===== src/rtl/scr_pkg.sv =====
`timescale 1ns/1ps
package scr_pkg;

    localparam int unsigned WORD_W   = 32;
    localparam int unsigned KEY_W    = 16;
    localparam int unsigned KEY_LSB  = 16;
    localparam int unsigned GRP_W    = 3;
    localparam int unsigned GRP_LSB  = 8;
    localparam int unsigned SRQ_BIT  = 2;

    localparam logic [KEY_W-1:0] UNLOCK_KEY = 16'h05FA;
    localparam logic [KEY_W-1:0] READ_KEY   = 16'hFA05;

    localparam int unsigned OFS_CTL  = 0;
    localparam int unsigned OFS_CFG  = 1;
    localparam int unsigned OFS_FLT0 = 2;
    localparam int unsigned OFS_FLT1 = 3;
    localparam int unsigned NUM_FLT  = 2;

    typedef struct packed {
        logic [GRP_W-1:0] grp;
        logic             srq;
        logic             refresh;
    } ctl_state_t;

    typedef struct packed {
        logic [WORD_W-1:0] word;
        logic              chg;
    } cfg_state_t;

endpackage


===== src/rtl/scr_keyed_ctl.sv =====
`timescale 1ns/1ps
module scr_keyed_ctl
    import scr_pkg::*;
#(
    parameter logic END_VAL = 1'b0
) (
    input  logic              clk,
    input  logic              rst_n,
    input  logic              wr,
    input  logic [WORD_W-1:0] wdata,
    output logic [GRP_W-1:0]  grp,
    output logic              srq,
    output logic              refresh,
    output logic [WORD_W-1:0] rd_word
);

    ctl_state_t st_d, st_q;
    logic       key_ok;
    logic [GRP_W-1:0] grp_new;

    assign key_ok  = (wdata[KEY_LSB +: KEY_W] == UNLOCK_KEY);
    assign grp_new = wdata[GRP_LSB +: GRP_W];

    always_comb begin
        st_d         = st_q;
        st_d.refresh = 1'b0;
        if (wr && key_ok) begin
            st_d.srq = wdata[SRQ_BIT];
            if (grp_new != st_q.grp) begin
                st_d.grp     = grp_new;
                st_d.refresh = 1'b1;
            end
        end
    end

    always_ff @(posedge clk or negedge rst_n) begin
        if (!rst_n) begin
            st_q <= '0;
        end else begin
            st_q <= st_d;
        end
    end

    assign grp     = st_q.grp;
    assign srq     = st_q.srq;
    assign refresh = st_q.refresh;
    assign rd_word = {READ_KEY, END_VAL, 4'b0000, st_q.grp, 5'b00000, st_q.srq, 2'b00};

endmodule


===== src/rtl/scr_cfg_reg.sv =====
`timescale 1ns/1ps
module scr_cfg_reg
    import scr_pkg::*;
#(
    parameter logic [WORD_W-1:0] RST_VAL  = 32'h0000_0200,
    parameter logic [WORD_W-1:0] WMASK    = 32'h0000_031B,
    parameter int unsigned       TRAP_BIT = 3
) (
    input  logic              clk,
    input  logic              rst_n,
    input  logic              wr,
    input  logic [WORD_W-1:0] wdata,
    output logic [WORD_W-1:0] word,
    output logic              chg
);

    cfg_state_t st_d, st_q;

    always_comb begin
        st_d = st_q;
        if (wr) begin
            st_d.word = (st_q.word & ~WMASK) | (wdata & WMASK);
        end
        st_d.chg = (st_d.word[TRAP_BIT] != st_q.word[TRAP_BIT]);
    end

    always_ff @(posedge clk or negedge rst_n) begin
        if (!rst_n) begin
            st_q.word <= RST_VAL;
            st_q.chg  <= 1'b0;
        end else begin
            st_q <= st_d;
        end
    end

    assign word = st_q.word;
    assign chg  = st_q.chg;

endmodule


===== src/rtl/scr_w1c_bank.sv =====
`timescale 1ns/1ps
module scr_w1c_bank
    import scr_pkg::*;
#(
    parameter int unsigned               NUM      = 2,
    parameter logic [NUM*WORD_W-1:0]     RST_VALS = '0
) (
    input  logic                     clk,
    input  logic                     rst_n,
    input  logic [NUM-1:0]           wr_sel,
    input  logic [WORD_W-1:0]        wdata,
    input  logic [NUM*WORD_W-1:0]    set_in,
    output logic [NUM*WORD_W-1:0]    words
);

    logic [WORD_W-1:0] words_d [NUM];
    logic [WORD_W-1:0] words_q [NUM];

    always_comb begin
        for (int i = 0; i < NUM; i++) begin
            words_d[i] = words_q[i];
            if (wr_sel[i]) begin
                words_d[i] = words_d[i] & ~wdata;
            end
            // set after clear: hardware capture wins
            words_d[i] = words_d[i] | set_in[i*WORD_W +: WORD_W];
        end
    end

    for (genvar g = 0; g < NUM; g++) begin : g_word
        always_ff @(posedge clk or negedge rst_n) begin
            if (!rst_n) begin
                words_q[g] <= RST_VALS[g*WORD_W +: WORD_W];
            end else begin
                words_q[g] <= words_d[g];
            end
        end
        assign words[g*WORD_W +: WORD_W] = words_q[g];
    end

endmodule


===== src/rtl/scr_ctrl_bank.sv =====
`timescale 1ns/1ps
module scr_ctrl_bank
    import scr_pkg::*;
#(
    parameter int unsigned       ADDR_W   = 4,
    parameter logic [31:0]       CFG_MASK = 32'h0000_031B,
    parameter int unsigned       TRAP_BIT = 3,
    parameter logic              END_VAL  = 1'b0
) (
    input  logic              clk,
    input  logic              rst_n,
    input  logic              wr_en,
    input  logic [ADDR_W-1:0] wr_addr,
    input  logic [31:0]       wr_data,
    input  logic [ADDR_W-1:0] rd_addr,
    output logic [31:0]       rd_data,
    input  logic [31:0]       fault0_set,
    input  logic [31:0]       fault1_set,
    output logic              sys_reset_req,
    output logic [2:0]        prio_group,
    output logic              prio_refresh,
    output logic [31:0]       cfg_ctrl,
    output logic              trap_chg
);

    localparam logic [ADDR_W-1:0] A_CTL  = ADDR_W'(OFS_CTL);
    localparam logic [ADDR_W-1:0] A_CFG  = ADDR_W'(OFS_CFG);
    localparam logic [ADDR_W-1:0] A_FLT0 = ADDR_W'(OFS_FLT0);
    localparam logic [ADDR_W-1:0] A_FLT1 = ADDR_W'(OFS_FLT1);
    localparam logic [NUM_FLT*WORD_W-1:0] FLT_RST = {32'h0000_0000, 32'hFFFF_FFFF};

    logic                      wr_ctl, wr_cfg;
    logic [NUM_FLT-1:0]        wr_flt;
    logic [WORD_W-1:0]         ctl_word;
    logic [NUM_FLT*WORD_W-1:0] flt_words;

    assign wr_ctl    = wr_en && (wr_addr == A_CTL);
    assign wr_cfg    = wr_en && (wr_addr == A_CFG);
    assign wr_flt[0] = wr_en && (wr_addr == A_FLT0);
    assign wr_flt[1] = wr_en && (wr_addr == A_FLT1);

    scr_keyed_ctl #(.END_VAL(END_VAL)) u_ctl (
        .clk     (clk),
        .rst_n   (rst_n),
        .wr      (wr_ctl),
        .wdata   (wr_data),
        .grp     (prio_group),
        .srq     (sys_reset_req),
        .refresh (prio_refresh),
        .rd_word (ctl_word)
    );

    scr_cfg_reg #(
        .RST_VAL  (32'h0000_0200),
        .WMASK    (CFG_MASK),
        .TRAP_BIT (TRAP_BIT)
    ) u_cfg (
        .clk   (clk),
        .rst_n (rst_n),
        .wr    (wr_cfg),
        .wdata (wr_data),
        .word  (cfg_ctrl),
        .chg   (trap_chg)
    );

    scr_w1c_bank #(
        .NUM      (NUM_FLT),
        .RST_VALS (FLT_RST)
    ) u_flt (
        .clk    (clk),
        .rst_n  (rst_n),
        .wr_sel (wr_flt),
        .wdata  (wr_data),
        .set_in ({fault1_set, fault0_set}),
        .words  (flt_words)
    );

    always_comb begin
        case (rd_addr)
            A_CTL:   rd_data = ctl_word;
            A_CFG:   rd_data = cfg_ctrl;
            A_FLT0:  rd_data = flt_words[0 +: WORD_W];
            A_FLT1:  rd_data = flt_words[WORD_W +: WORD_W];
            default: rd_data = '0;
        endcase
    end

endmodule


===== config.mk =====
export PLATFORM = sky130hd
export DESIGN_NAME = scr_ctrl_bank
export DESIGN_NICKNAME = d
export VERILOG_FILES = /design/src/rtl/scr_pkg.sv /design/src/rtl/scr_keyed_ctl.sv /design/src/rtl/scr_cfg_reg.sv /design/src/rtl/scr_w1c_bank.sv /design/src/rtl/scr_ctrl_bank.sv
export SDC_FILE = /design/constraint.sdc
export NUM_CORES = 1
export LEC_CHECK = 0
export BUFFER_PORTS_ARGS = -buffer_cell sky130_fd_sc_hd__buf_2
export CORE_MARGIN = 3
export CORE_UTILIZATION = 48
export CTS_BUF_LIST = sky130_fd_sc_hd__clkbuf_8
export DETAILED_ROUTE_END_ITERATION = 10
export GPL_TIMING_DRIVEN = 0
export PLACE_DENSITY_LB_ADDON = 0.12
export SLEW_MARGIN = 20
export SYNTH_ARGS = -nofsm -noshare
export SYNTH_HDL_FRONTEND = slang
export SYNTH_SLANG_ARGS = --single-unit

===== constraint.sdc =====
create_clock -name clk -period 2.7 [get_ports clk]
set_clock_uncertainty 0.15 [all_clocks]
set_input_delay 0.675 -clock clk [delete_from_list [all_inputs] [get_ports clk]]
set_output_delay 0.675 -clock clk [all_outputs]
set_load 0.05 [all_outputs]

-- Word level (Yosys, flattened, before mapping)
Index checks and enable logic that the tools add are counted.
- equality and inequality tests: 9
- bitwise gates (word level): 6
- muxes and demuxes: 6
- reductions and logical operators: 8
- operators with widths (cell ; number):
    32-bit one-hot mux with 4 select lines ; 1
    32-bit bitwise AND ; 2
    32-bit two-way mux ; 2
    32-bit bitwise OR ; 2
    32-bit NOT ; 1
    32-bit by 10-bit bitwise OR with 32-bit output ; 1
    16-bit by 11-bit equality test with 1-bit output (second input constant) ; 1
    4-bit by 2-bit equality test with 1-bit output (second input constant) ; 4
    4-bit by 1-bit equality test with 1-bit output (second input constant) ; 2
    4-bit logical NOT ; 2
    1-bit logical AND ; 5
    4-bit two-way mux ; 1
    3-bit inequality test ; 1
    1-bit two-way mux ; 2
    2-bit AND reduction ; 1
    1-bit inequality test ; 1
- register bits: 102
- output and inout bits: 70

-- Longest topological paths before layout
- word-level depth: 4
- gate-level depth with buffers: 6

-- Modules after synthesis
From an unflattened synthesis, not the netlist that was laid out.
- cells, all modules: 417
- area, all modules: 4465.5 um^2
- modules (own cells, without submodules) (module ; cells each ; instances ; area each (um^2)):
    scr_w1c_bank ; 198 ; 1 ; 2429.8
    scr_ctrl_bank ; 120 ; 1 ; 996.0
    scr_keyed_ctl ; 56 ; 1 ; 546.8
    scr_cfg_reg ; 43 ; 1 ; 493.0

-- Worst setup path before layout
No wires, ideal clock.
- path type: input-to-output
- start: input rd_addr[0]
- end: output rd_data[3]
- stages on the path: 5
- data arrival time: 2.139 ns
- buffers on the path: 2
- path slack: -0.264 ns
- cell sequence: buf_2 buf_2 nor2b_1 a22oi_1 nor2_1
- word-level cells in the longest chain between the ends: 2
- elaborated cells between the ends (all ways): 5
- those cells by class: eq/ne (3); mux (1); reduce/logical (1)
- ends and longest elaborated chain (what ; RTL line ; text):
    start, declared ; scr_ctrl_bank.sv:15 ; input logic [ADDR_W-1:0] rd_addr,
    4-bit by 2-bit equality test with 1-bit output (tied with other cells) ; scr_ctrl_bank.sv:79 ; case (rd_addr)
    32-bit one-hot mux with 4 select lines * ; scr_ctrl_bank.sv:79 ;
    end, declared ; scr_ctrl_bank.sv:16 ; output logic [31:0] rd_data,
Mark *: on every way between the ends. The rest lies on a longest branch, timed or not.

-- Worst setup path after layout
- start: input rd_addr[1]
- end: output rd_data[19]
The elaborated chain is that of the path after synthesis.

==> out/summary.txt <==
Outcome = finished, final reports clean
CP arrival = 1.84 ns
H-tree depth = 3
XOR/XNOR share of the synthesized area = 0.935%
Port Buffer Count = 150
Antenna-violating nets left = 0
DRT Wirelength = 10700 µm
Final #Nets = 652
Clk sinks = 76
Worst-case reg-to-reg path depth = 3
Core ar. = 7410 µm²
Hold WC Path Type = input pin to asynchronous set/reset pin
Setup_tns = 0 ns
Initial antenna violation count = 0
Int Power = 1.95 mW
Initial Utilization = 50.6%
Combinational Power Share = 22.7%
Post-synthesis compound-gate area fraction = 19.9%
CP Launch Type = input pin
Vias in the first global route = 3407
WHS = 0.0791 ns
Post-synthesis sequential area ratio = 51.9%
Synth Area in Simple Gates = 12.9%
Peak Freq = 375 MHz
Post-synth cell types = 31
Critical Path RT = 1.88 ns
Clock latency at the later pin of the worst-skew pair = 0.34 ns
Vias = 3265
Fin util = 72.6%
Final slew viol count = 0
Crit path kind = input pin to output pin
Crit path time final = 2.67 ns
Clk buf depth = 2
Seq pwr share = 43.3%
Fraction of power consumed by the clock network = 34.0%
Total CTS buffers = 9
Post-synthesis cell count = 353
GP Congestion = 0.798
Top_reg_cell synth = dfrtp_1
Chip width = 94.3 µm
Fin. Hold Viols = 0
Antenna diode count = 0
Io pins = 177
Largest net degree at the start of global routing = 52
Die area = 8900 µm²
Fraction of layout cells with a size suffix above 1 = 52.5%
Post-Syn Area per Cell = 10.6 µm²
Die span in y = 94.3 µm
Post-synth ARST share = 100%
Final HPWL DP = 7560 µm
Max capacitance violation total = 0
DR WL/cell = 16.5 µm
Combinational family with the most area after synthesis = compound AO/OA/AOI/OAI gates
DR pass1 iterations = 4
Warnings from Yosys = 0
Power per cell area = 518 nW/µm²
Element type at the critical path end = output pin
DP Area = 4780 µm²
Synth area leader = dfrtp_1
# DRC = 0
P&R area growth vs syn = 43.5%
Adder-Cell Fraction of Synth Area = 0%
Net switching power = 0.837 mW
Post-synthesis mux area share = 6.01%
Sw frac = 30.1%
Synth top area share = 28.7%
GRT Util Overall = 24.2%
First-pass GRT wire length = 16300 µm
CTS tree = built
Total grt overflow = 0
Mapped Area = 3750 µm²
Ranking of synthesized cells by area = dfrtp_1, dfstp_2, a21o_1, nand2_1, buf_4
Site Rows = 31
Leak pwr = 2.51 nW
Avg Vias per Cell = 5.03
Number of flops mapped to enable cells by yosys = 0
Setup violators final = 0
DRT iter0 DRCs = 87
Worst Path Max Fanout = 10
Crit share post-route = 98.9%
Final instance area = 5380 µm²
Clock root buffer = clkbuf_8
CTS clk-pin slew, worst paths = 0.08 ns
Maximum vdd drop = 0.000413 V
Flops & latches, synth = 76
-- repair_timing --
item / CTS / global route
buffers inserted: 4 / 2
endpoints found under the hold margin: 0 / 0
hold buffers: 0 / 0
pin swaps: 8 / 2
endpoints found under the setup margin: 29 / 28
cloned: 1 / 1
resized for setup: 71 / 27
-- final timing paths --
kind	startpoint	end	slack, ns
worst max-delay path	rd_addr[1]	rd_data[19]	0.03
worst min-delay path	rst_n	u_flt.words[61]	0.08
worst max register to register	u_ctl.grp[1]	u_ctl.refresh	1.57
worst min register to register	u_flt.words[34]	u_flt.words[34]	0.33
max in group asynchronous	rst_n	u_flt.words[9]	1.69
min in group clk	u_flt.words[34]	u_flt.words[34]	0.33
-- cells in the final DEF, fill, tap and decap left out, types with 3 or more instances in the layout --
master	instances
a22oi_1	6
clkbuf_8	10
mux2_2	16
conb_1	26
a22o_4	10
buf_4	40
a21oi_1	16
xor2_1	3
clkinv_2	3
nor2_1	13
inv_1	9
nor2_2	4
a22o_1	6
a21o_1	64
nand2_1	66
buf_8	14
buf_2	127
dfstp_2	33
clkbuf_4	3
buf_6	11
dfrtp_1	43
-- final cells by class --
cell class              instances  area, µm²
well taps                      99        124
repair buffers                158       1030
multi-input cells             252       1710
inverters                       8       30.0
plain buffers                  40        318
fillers                       578       2030
clock inverters                 6       78.8
clock buffers                  10        138
flip-flops and latches         76       1940
-- cell usage after synthesis, drive strengths merged, types with 3 or more instances --
cell type   n
nand2      66
a21o       64
dfrtp      43
buf        39
dfstp      33
nor2       18
a21oi      16
a22o       16
mux2       16
inv         8
a22oi       6
nor2b       4
clkbuf      3
nor4        3
xor2        3
-- power groups by stage --
stage / logic, mW / registers [mW] / clock network, mW
2_1_floorplan: 0.306 / 1.30 / 0
3_3_place_gp: 0.565 / 1.22 / 0
3_5_place_dp: 0.576 / 1.22 / 0
4_1_cts: 0.618 / 1.20 / 0.967
5_1_grt: 0.669 / 1.21 / 1.02
6_report: 0.631 / 1.20 / 0.947
-- registers in the layout, summed over array words and instances (netlist names) --
name           cells
u_ctl.refresh      1
u_ctl.srq          1
u_ctl.grp          3
u_cfg.word         6
u_cfg.chg          1
u_flt.words       64
-- worst max-delay path, cell delays in order --
cell and delay, ns:
buf_2 0.08, buf_2 0.26, nor3b_4 0.27, buf_6 0.15
buf_8 0.13, a22o_4 0.13, buf_8 0.14
-- cell families after synthesis --
group | after synthesis
and+or+nand+nor | 102
other | 1
DFF | 76
muxes | 18
xor gates and xnor gates | 4
buffers and inverters | 50
AOI/OAI and AO/OA | 102
-- routing by layer --
layer	vias to the layer above	GRT usage, %	share of wire, %
li1	1548	-	-
met1	1550	29.0	39
met2	148	40.9	50
met5	-	0	0
met3	19	6.45	9.2
met4	0	11.1	2.1
-- through the flow --
stage / setup WS, ns / instances / power, mW
floorplan: -0.135 / 378 / 1.60
global placement: -0.557 / 627 / 1.79
CTS: -0.0441 / 648 / 2.79
global route: -0.0147 / 649 / 2.90
detailed placement: -0.618 / 628 / 1.80
finish: 0.0307 / 649 / 2.78
Note: power is estimated with default switching activity, not from simulation.
